**src/rtl/ldx_pkg.sv**
```systemverilog
package ldx_pkg;

    localparam int unsigned WORD_W  = 32;
    localparam int unsigned BYTES   = WORD_W / 8;
    localparam int unsigned SCALE_SH = 2;

    typedef enum logic {
        ORD_BIG    = 1'b0,
        ORD_LITTLE = 1'b1
    } byte_order_e;

    typedef enum logic {
        LANE_SWAP = 1'b0,
        LANE_PASS = 1'b1
    } lane_mode_e;

    typedef struct packed {
        logic       live;
        logic       wr;
        logic       io;
        lane_mode_e mode;
    } stage_ctl_t;

endpackage

```
**src/rtl/ldx_pipe_reg.sv**
```systemverilog
module ldx_pipe_reg #(
    parameter int unsigned W = 1
) (
    input  logic         clk,
    input  logic         rst_n,
    input  logic         en,
    input  logic [W-1:0] d,
    output logic [W-1:0] q
);

    always_ff @(posedge clk or negedge rst_n) begin
        if (!rst_n) begin
            q <= '0;
        end else if (en) begin
            q <= d;
        end
    end

endmodule

```
**src/rtl/ldx_agen.sv**
```systemverilog
module ldx_agen
    import ldx_pkg::*;
#(
    parameter int unsigned      ADDR_W  = 32,
    parameter logic [ADDR_W-1:0] IO_BASE = '0,
    parameter logic [ADDR_W-1:0] IO_SIZE = '0
) (
    input  logic [ADDR_W-1:0] base,
    input  logic [ADDR_W-1:0] index,
    input  byte_order_e       order,
    output logic [ADDR_W-1:0] word_addr,
    output logic              in_io,
    output lane_mode_e        mode
);

    localparam int unsigned OFS_W = $clog2(BYTES);

    logic [ADDR_W-1:0] eff_addr;
    logic [ADDR_W-1:0] io_rel;

    always_comb begin
        eff_addr  = base + (index << SCALE_SH);
        word_addr = {eff_addr[ADDR_W-1:OFS_W], {OFS_W{1'b0}}};
        io_rel    = eff_addr - IO_BASE;
        in_io     = (io_rel < IO_SIZE);
    end

    always_comb begin
        unique case (order)
            ORD_BIG:    mode = in_io ? LANE_PASS : LANE_SWAP;
            ORD_LITTLE: mode = LANE_PASS;
            default:    mode = LANE_PASS;
        endcase
    end

endmodule

```
**src/rtl/ldx_lane_merge.sv**
```systemverilog
module ldx_lane_merge
    import ldx_pkg::*;
(
    input  lane_mode_e        mode,
    input  logic [WORD_W-1:0] bus_word,
    output logic [WORD_W-1:0] result
);

    logic [WORD_W-1:0] swapped;

    for (genvar k = 0; k < BYTES; k++) begin : g_lane
        assign swapped[8*k +: 8] = bus_word[8*(BYTES-1-k) +: 8];
    end

    always_comb begin
        unique case (mode)
            LANE_SWAP: result = swapped;
            LANE_PASS: result = bus_word;
            default:   result = bus_word;
        endcase
    end

endmodule

```
**src/rtl/scaled_word_load.sv**
```systemverilog
module scaled_word_load
    import ldx_pkg::*;
#(
    parameter int unsigned ADDR_W  = 32,
    parameter int unsigned TAG_W   = 5,
    parameter logic [31:0] IO_BASE = 32'hF000_0000,
    parameter logic [31:0] IO_SIZE = 32'h0010_0000
) (
    input  logic             clk,
    input  logic             rst_n,
    input  logic             iss_valid,
    input  logic [31:0]      iss_base,
    input  logic [31:0]      iss_index,
    input  logic [31:0]      iss_guard,
    input  logic             iss_order,
    input  logic [TAG_W-1:0] iss_tag,
    output logic             mem_req,
    output logic [31:0]      mem_addr,
    input  logic [31:0]      mem_rdata,
    output logic             wb_en,
    output logic [TAG_W-1:0] wb_tag,
    output logic [31:0]      wb_data,
    output logic             cache_touch
);

    localparam int unsigned CTL_W = $bits(stage_ctl_t);

    // stage 0: address generation and window decode
    logic [31:0] word_addr;
    logic        in_io;
    lane_mode_e  mode0;
    stage_ctl_t  s1_d;
    stage_ctl_t  s1_q;
    stage_ctl_t  s2_q;
    logic [31:0] s1_addr;
    logic [TAG_W-1:0] s1_tag;
    logic [TAG_W-1:0] s2_tag;
    logic [31:0] merged;
    logic        take;

    assign take = iss_valid & iss_guard[0];

    ldx_agen #(
        .ADDR_W (32),
        .IO_BASE(IO_BASE),
        .IO_SIZE(IO_SIZE)
    ) u_agen (
        .base     (iss_base),
        .index    (iss_index),
        .order    (byte_order_e'(iss_order)),
        .word_addr(word_addr),
        .in_io    (in_io),
        .mode     (mode0)
    );

    always_comb begin
        s1_d.live = iss_valid;
        s1_d.wr   = take;
        s1_d.io   = in_io;
        s1_d.mode = mode0;
    end

    // stage 1: request to memory
    ldx_pipe_reg #(.W(CTL_W)) u_s1_ctl (
        .clk(clk), .rst_n(rst_n), .en(1'b1), .d(s1_d), .q(s1_q)
    );

    ldx_pipe_reg #(.W(32)) u_s1_addr (
        .clk(clk), .rst_n(rst_n), .en(take), .d(word_addr), .q(s1_addr)
    );

    ldx_pipe_reg #(.W(TAG_W)) u_s1_tag (
        .clk(clk), .rst_n(rst_n), .en(iss_valid), .d(iss_tag), .q(s1_tag)
    );

    assign mem_req  = s1_q.wr;
    assign mem_addr = s1_addr;

    // stage 2: memory word arrives
    ldx_pipe_reg #(.W(CTL_W)) u_s2_ctl (
        .clk(clk), .rst_n(rst_n), .en(1'b1), .d(s1_q), .q(s2_q)
    );

    ldx_pipe_reg #(.W(TAG_W)) u_s2_tag (
        .clk(clk), .rst_n(rst_n), .en(s1_q.live), .d(s1_tag), .q(s2_tag)
    );

    ldx_lane_merge u_merge (
        .mode    (s2_q.mode),
        .bus_word(mem_rdata),
        .result  (merged)
    );

    // stage 3: write-back
    ldx_pipe_reg #(.W(1)) u_s3_wb (
        .clk(clk), .rst_n(rst_n), .en(1'b1), .d(s2_q.wr), .q(wb_en)
    );

    ldx_pipe_reg #(.W(1)) u_s3_cache (
        .clk(clk), .rst_n(rst_n), .en(1'b1), .d(s2_q.wr & ~s2_q.io), .q(cache_touch)
    );

    ldx_pipe_reg #(.W(32)) u_s3_data (
        .clk(clk), .rst_n(rst_n), .en(s2_q.wr), .d(merged), .q(wb_data)
    );

    ldx_pipe_reg #(.W(TAG_W)) u_s3_tag (
        .clk(clk), .rst_n(rst_n), .en(s2_q.live), .d(s2_tag), .q(wb_tag)
    );

endmodule

```
**config.mk**
```make
export PLATFORM = sky130hd
export DESIGN_NAME = scaled_word_load
export DESIGN_NICKNAME = d
export VERILOG_FILES = /design/src/rtl/ldx_pkg.sv /design/src/rtl/ldx_pipe_reg.sv /design/src/rtl/ldx_agen.sv /design/src/rtl/ldx_lane_merge.sv /design/src/rtl/scaled_word_load.sv
export SDC_FILE = /design/constraint.sdc
export NUM_CORES = 1
export LEC_CHECK = 0
export ABC_AREA = 1
export BUFFER_PORTS_ARGS = -buffer_cell sky130_fd_sc_hd__buf_2
export CORE_MARGIN = 2
export CORE_UTILIZATION = 46
export DETAILED_ROUTE_END_ITERATION = 12
export HOLD_SLACK_MARGIN = 0.03
export PLACE_DENSITY = 0.78
export SETUP_SLACK_MARGIN = 0.02
export SKIP_CTS_REPAIR_TIMING = 1
export SYNTH_ARGS = -nofsm -noshare
export SYNTH_HDL_FRONTEND = slang
export SYNTH_SLANG_ARGS = --single-unit
```
**constraint.sdc**
```tcl
create_clock -name clk -period 1.3 [get_ports clk]
set_clock_uncertainty 0.15 [all_clocks]
set_input_delay 0.065 -clock clk [delete_from_list [all_inputs] [get_ports clk]]
set_output_delay 0.065 -clock clk [all_outputs]
set_load 0.005 [all_outputs]
```
==> impl_metrics.csv <==
group,metric,value,unit
logic_synthesis,synth.top_cells.by_area,"dfrtp_1, nand2_1, inv_1, ha_1, nor2_1",
critical_path,r2r.worst_path.cells,4,
route,first_pass_iters,5,
placed_design,pre_cts_slack,-0.580,ns
logic_synthesis,netlist.area_leader.share,38.2,%
critical_path,worstReg2RegEnd,"u_s3_data.q[24]",
logic_synthesis,synth_top_family_by_area,"simple AND/OR/NAND/NOR gates",
floorplan,num_io_pins,209,
route,postRouteAntennaNets,0,
sta,period_minus_slack,1.61,ns
cts,clkSinkCount,87,
route,routed_wl,18400,um
critical_path,critPathCaptureType,"register",
critical_path,path_cells,"buf_6 -> ha_4 -> inv_2 -> fa_2 -> inv_2 -> nand3_2 -> nand3_4 -> nand2_2 -> nand2_2 -> buf_4 -> buf_6 -> a31oi_2 -> xor2_1 -> o21ai_1",
floorplan,die-area,0.0133,sq mm
layout,final_util,76.9,%
cts,cts_buffers,9,
logic_synthesis,synth-seq-cells,87,
sta,final-hold-violation-count,0,
cts,clk_latency,0.33,ns
critical_path,critPathBufInv,5,
placed_design,dp.cells,1210,
power_and_ir_drop,power,9.15,mW
global_route,antenna_found_initial,0,
route,avgViaCountPerCell,5.03,
cts,clk_pin_slew,0.06,ns
power_and_ir_drop,leakagePower,4.89,nW
placed_design,hpwl,12100,um
critical_path,ff2ff_setup_slack,0.05,ns
sta,setup_viol,23,
sta,rsz0062_at_grt,"yes",
sta,fin_crit_sh,124,%
critical_path,cp-start-kind,"input port",
cts,cts_tree,"done",
status,outcome,"finished with violations",
placed_design,port-buffer-count,171,
worst_hold_path,hold_class,"in -> async",
critical_path,slowest_delay,0.34,ns
logic_synthesis,yosysWarningCount,0,
route,vias,6440,
run,maxCapViolations,0,
floorplan,die_height,115,um
logic_synthesis,synth-simple-area-share,30.9,%
sta,max_freq,622,MHz
layout,syn2layout_area_growth,62.9,%
route,drc_errors,0,
power_and_ir_drop,ir_drop,0.627,mV
global_route,grt_usage,22.8,%
critical_path,cpMaxStageDelayCell,"fa_2",
logic_synthesis,synth_top_area_cell,"dfrtp_1",
logic_synthesis,synth_area_per_cell,6.91,sq um
sta,setup_slack,-0.307,ns
global_route,grt_pass1_vias,5397,
critical_path,critical-path-top-delay-family,"adder cells",
status,violations,"negative setup slack",
placed_design,globalplace.congestion,0.907,
floorplan,num_rows,40,
critical_path,reg2reg_from,"u_s2_ctl.q[0]",
cts,clockBufferDepth,2,
logic_synthesis,synth_cells,824,
layout,drive_gt1_share,44.0,%
route,drt_iter0_drc,501,
route,routedWlPerCell,14.3,um
floorplan,die_w,115,um
layout,fin_nets,1275,
critical_path,path_max_fanout,4,
global_route,grt_pass1_wl,24200,um
critical_path,crit_type,"in -> reg",
sta,drv_slew,0,
logic_synthesis,yosysSeqAreaShare,38.2,%
floorplan,core_area,0.0121,sq mm
cts,htreeDepth,3,
layout,fin_cells,1281,
logic_synthesis,synth-compound-area-share,10.3,%
logic_synthesis,synth_adder_area_share,6.72,%
power_and_ir_drop,power.density,986,mW/mm^2
cts,cts-root-buf,"clkbuf_16",
logic_synthesis,synthMuxAreaShare,0.988,%
critical_path,worstPathRequired,1.36,ns
global_route,grt_start_max_net_pins,65,
sta,fin_hold_ws,0.0270,ns
critical_path,cp_data_arrival_time,1.67,ns
logic_synthesis,synth_xor_area_share,2.46,%
floorplan,start_util,47.2,%
logic_synthesis,syn_area,0.00570,sq mm
global_route,grt.overflow.total,0,
logic_synthesis,yosysUniqueCellTypes,28,
how the worst max path moves through the flow:
| stage | startpoint | to | depth (start not counted) |
|---|---|---|---|
| floorplan | iss_base[2] | u_s1_ctl.q[0] | 16 |
| global placement | iss_base[2] | u_s1_ctl.q[0] | 17 |
| detailed placement | iss_base[2] | u_s1_ctl.q[0] | 17 |
| CTS | iss_base[2] | u_s1_ctl.q[0] | 17 |
| global route | iss_index[6] | u_s1_ctl.q[0] | 14 |
| finish | iss_index[0] | u_s1_addr.q[16] | 14 |
cell usage after synthesis:
cell type  count
nand3_2        5
fa_1           1
nor2_1        72
clkinv_1       1
nand2_2       10
and3_1         1
nand3b_1       5
dfrtp_1       87
mux2_2         5
nand4_1        4
nor2_2        11
buf_4          2
nand3_1       13
nand2_1      299
xnor2_1       12
o21ai_0       47
a21oi_1       35
xor2_1         4
clkbuf_1      21
a31oi_1        8
inv_2          1
inv_1        130
o21bai_1       1
ha_1          29
o211ai_1      16
nand3b_4       2
conb_1         1
nor2_4         1
power by group:
group	total [mW]	switching, mW	leakage (nW)	internal [mW]
registers	3.33	0.226	1.04	3.10
clock network	2.29	0.969	0.131	1.32
logic	3.53	1.84	3.72	1.69
kinds of logic (layout without fill, tap and decap cells):
group,Yosys count,after routing
AOI/OAI and AO/OA,107,107
xor gates and xnor gates,16,16
DFF,87,87
buffers and inverters,155,442
other,1,3
muxes,5,5
adders and majority gates,30,30
and+or+nand+nor,423,423
layer usage:
metal | up-vias | part of all wire (%) | GRT usage, % | wire [um]
li1 | 3113 | - | - | -
met2 | 274 | 51 | 39.6 | 9460
met1 | 3008 | 40 | 29.0 | 7300
met4 | 0 | 3.2 | 9.00 | 586
met3 | 45 | 5.5 | 2.69 | 1020
met5 | - | 0 | 0 | 0
cells in the final DEF (no fill, tap or decap), types with 2 or more instances in the layout:
cell type	instances
nand2_1	208
buf_2	147
inv_1	112
dfrtp_1	86
nand2_2	81
buf_4	69
nor2_1	58
dlygate4sd3_1	41
buf_6	31
o21ai_0	28
ha_4	27
a21oi_1	25
nand2_4	20
inv_2	19
nor2_4	17
o211ai_1	16
o21ai_1	14
clkbuf_16	11
a21oi_2	9
nor2_2	9
nand3_2	7
nand3_4	6
xnor2_1	6
xnor2_2	6
nand3_1	5
nand3b_1	5
a31oi_1	5
o21ai_2	5
mux2_2	5
buf_12	5
nand4_1	4
clkinv_2	3
nand3b_4	2
a31oi_4	2
xor2_2	2
xor2_1	2
ha_1	2
conb_1	2
final cells by class:
| class | instances | area (sq um) |
|---|---|---|
| clock inverter | 4 | 22.5 |
| tap | 168 | 210 |
| sequential | 87 | 2180 |
| multi-input combinational | 583 | 3960 |
| antenna | 1 | 2.50 |
| clock buffer | 11 | 243 |
| timing repair buffer | 295 | 2160 |
| inverter | 132 | 495 |
| fill | 789 | 2780 |
state kept, by name, indices dropped and copies added, names as in the netlist:
name and cells:
u_s3_data.q 32, u_s2_tag.q 5, u_s1_tag.q 5, u_s3_tag.q 5
u_s1_addr.q 30, u_s3_wb.q 1, u_s1_ctl.q 4, u_s3_cache.q 1
u_s2_ctl.q 4
stage by stage:
stage / setup TNS (ns) / area, sq um
global placement: -10.45 / 7680
CTS: -1.84 / 7950
floorplan: -2.52 / 6140
detailed placement: -11.44 / 7680
global route: -4.53 / 9280
finish: -2.86 / 9280
worst register-to-register path, stage by stage, from the launching register on:
cell and delay [ns]:
dfrtp_1 0.43, buf_12 0.20, o21ai_0 0.12, a21oi_1 0.17, nor2_1 0.06
Power figures use the tool's default switching activity.
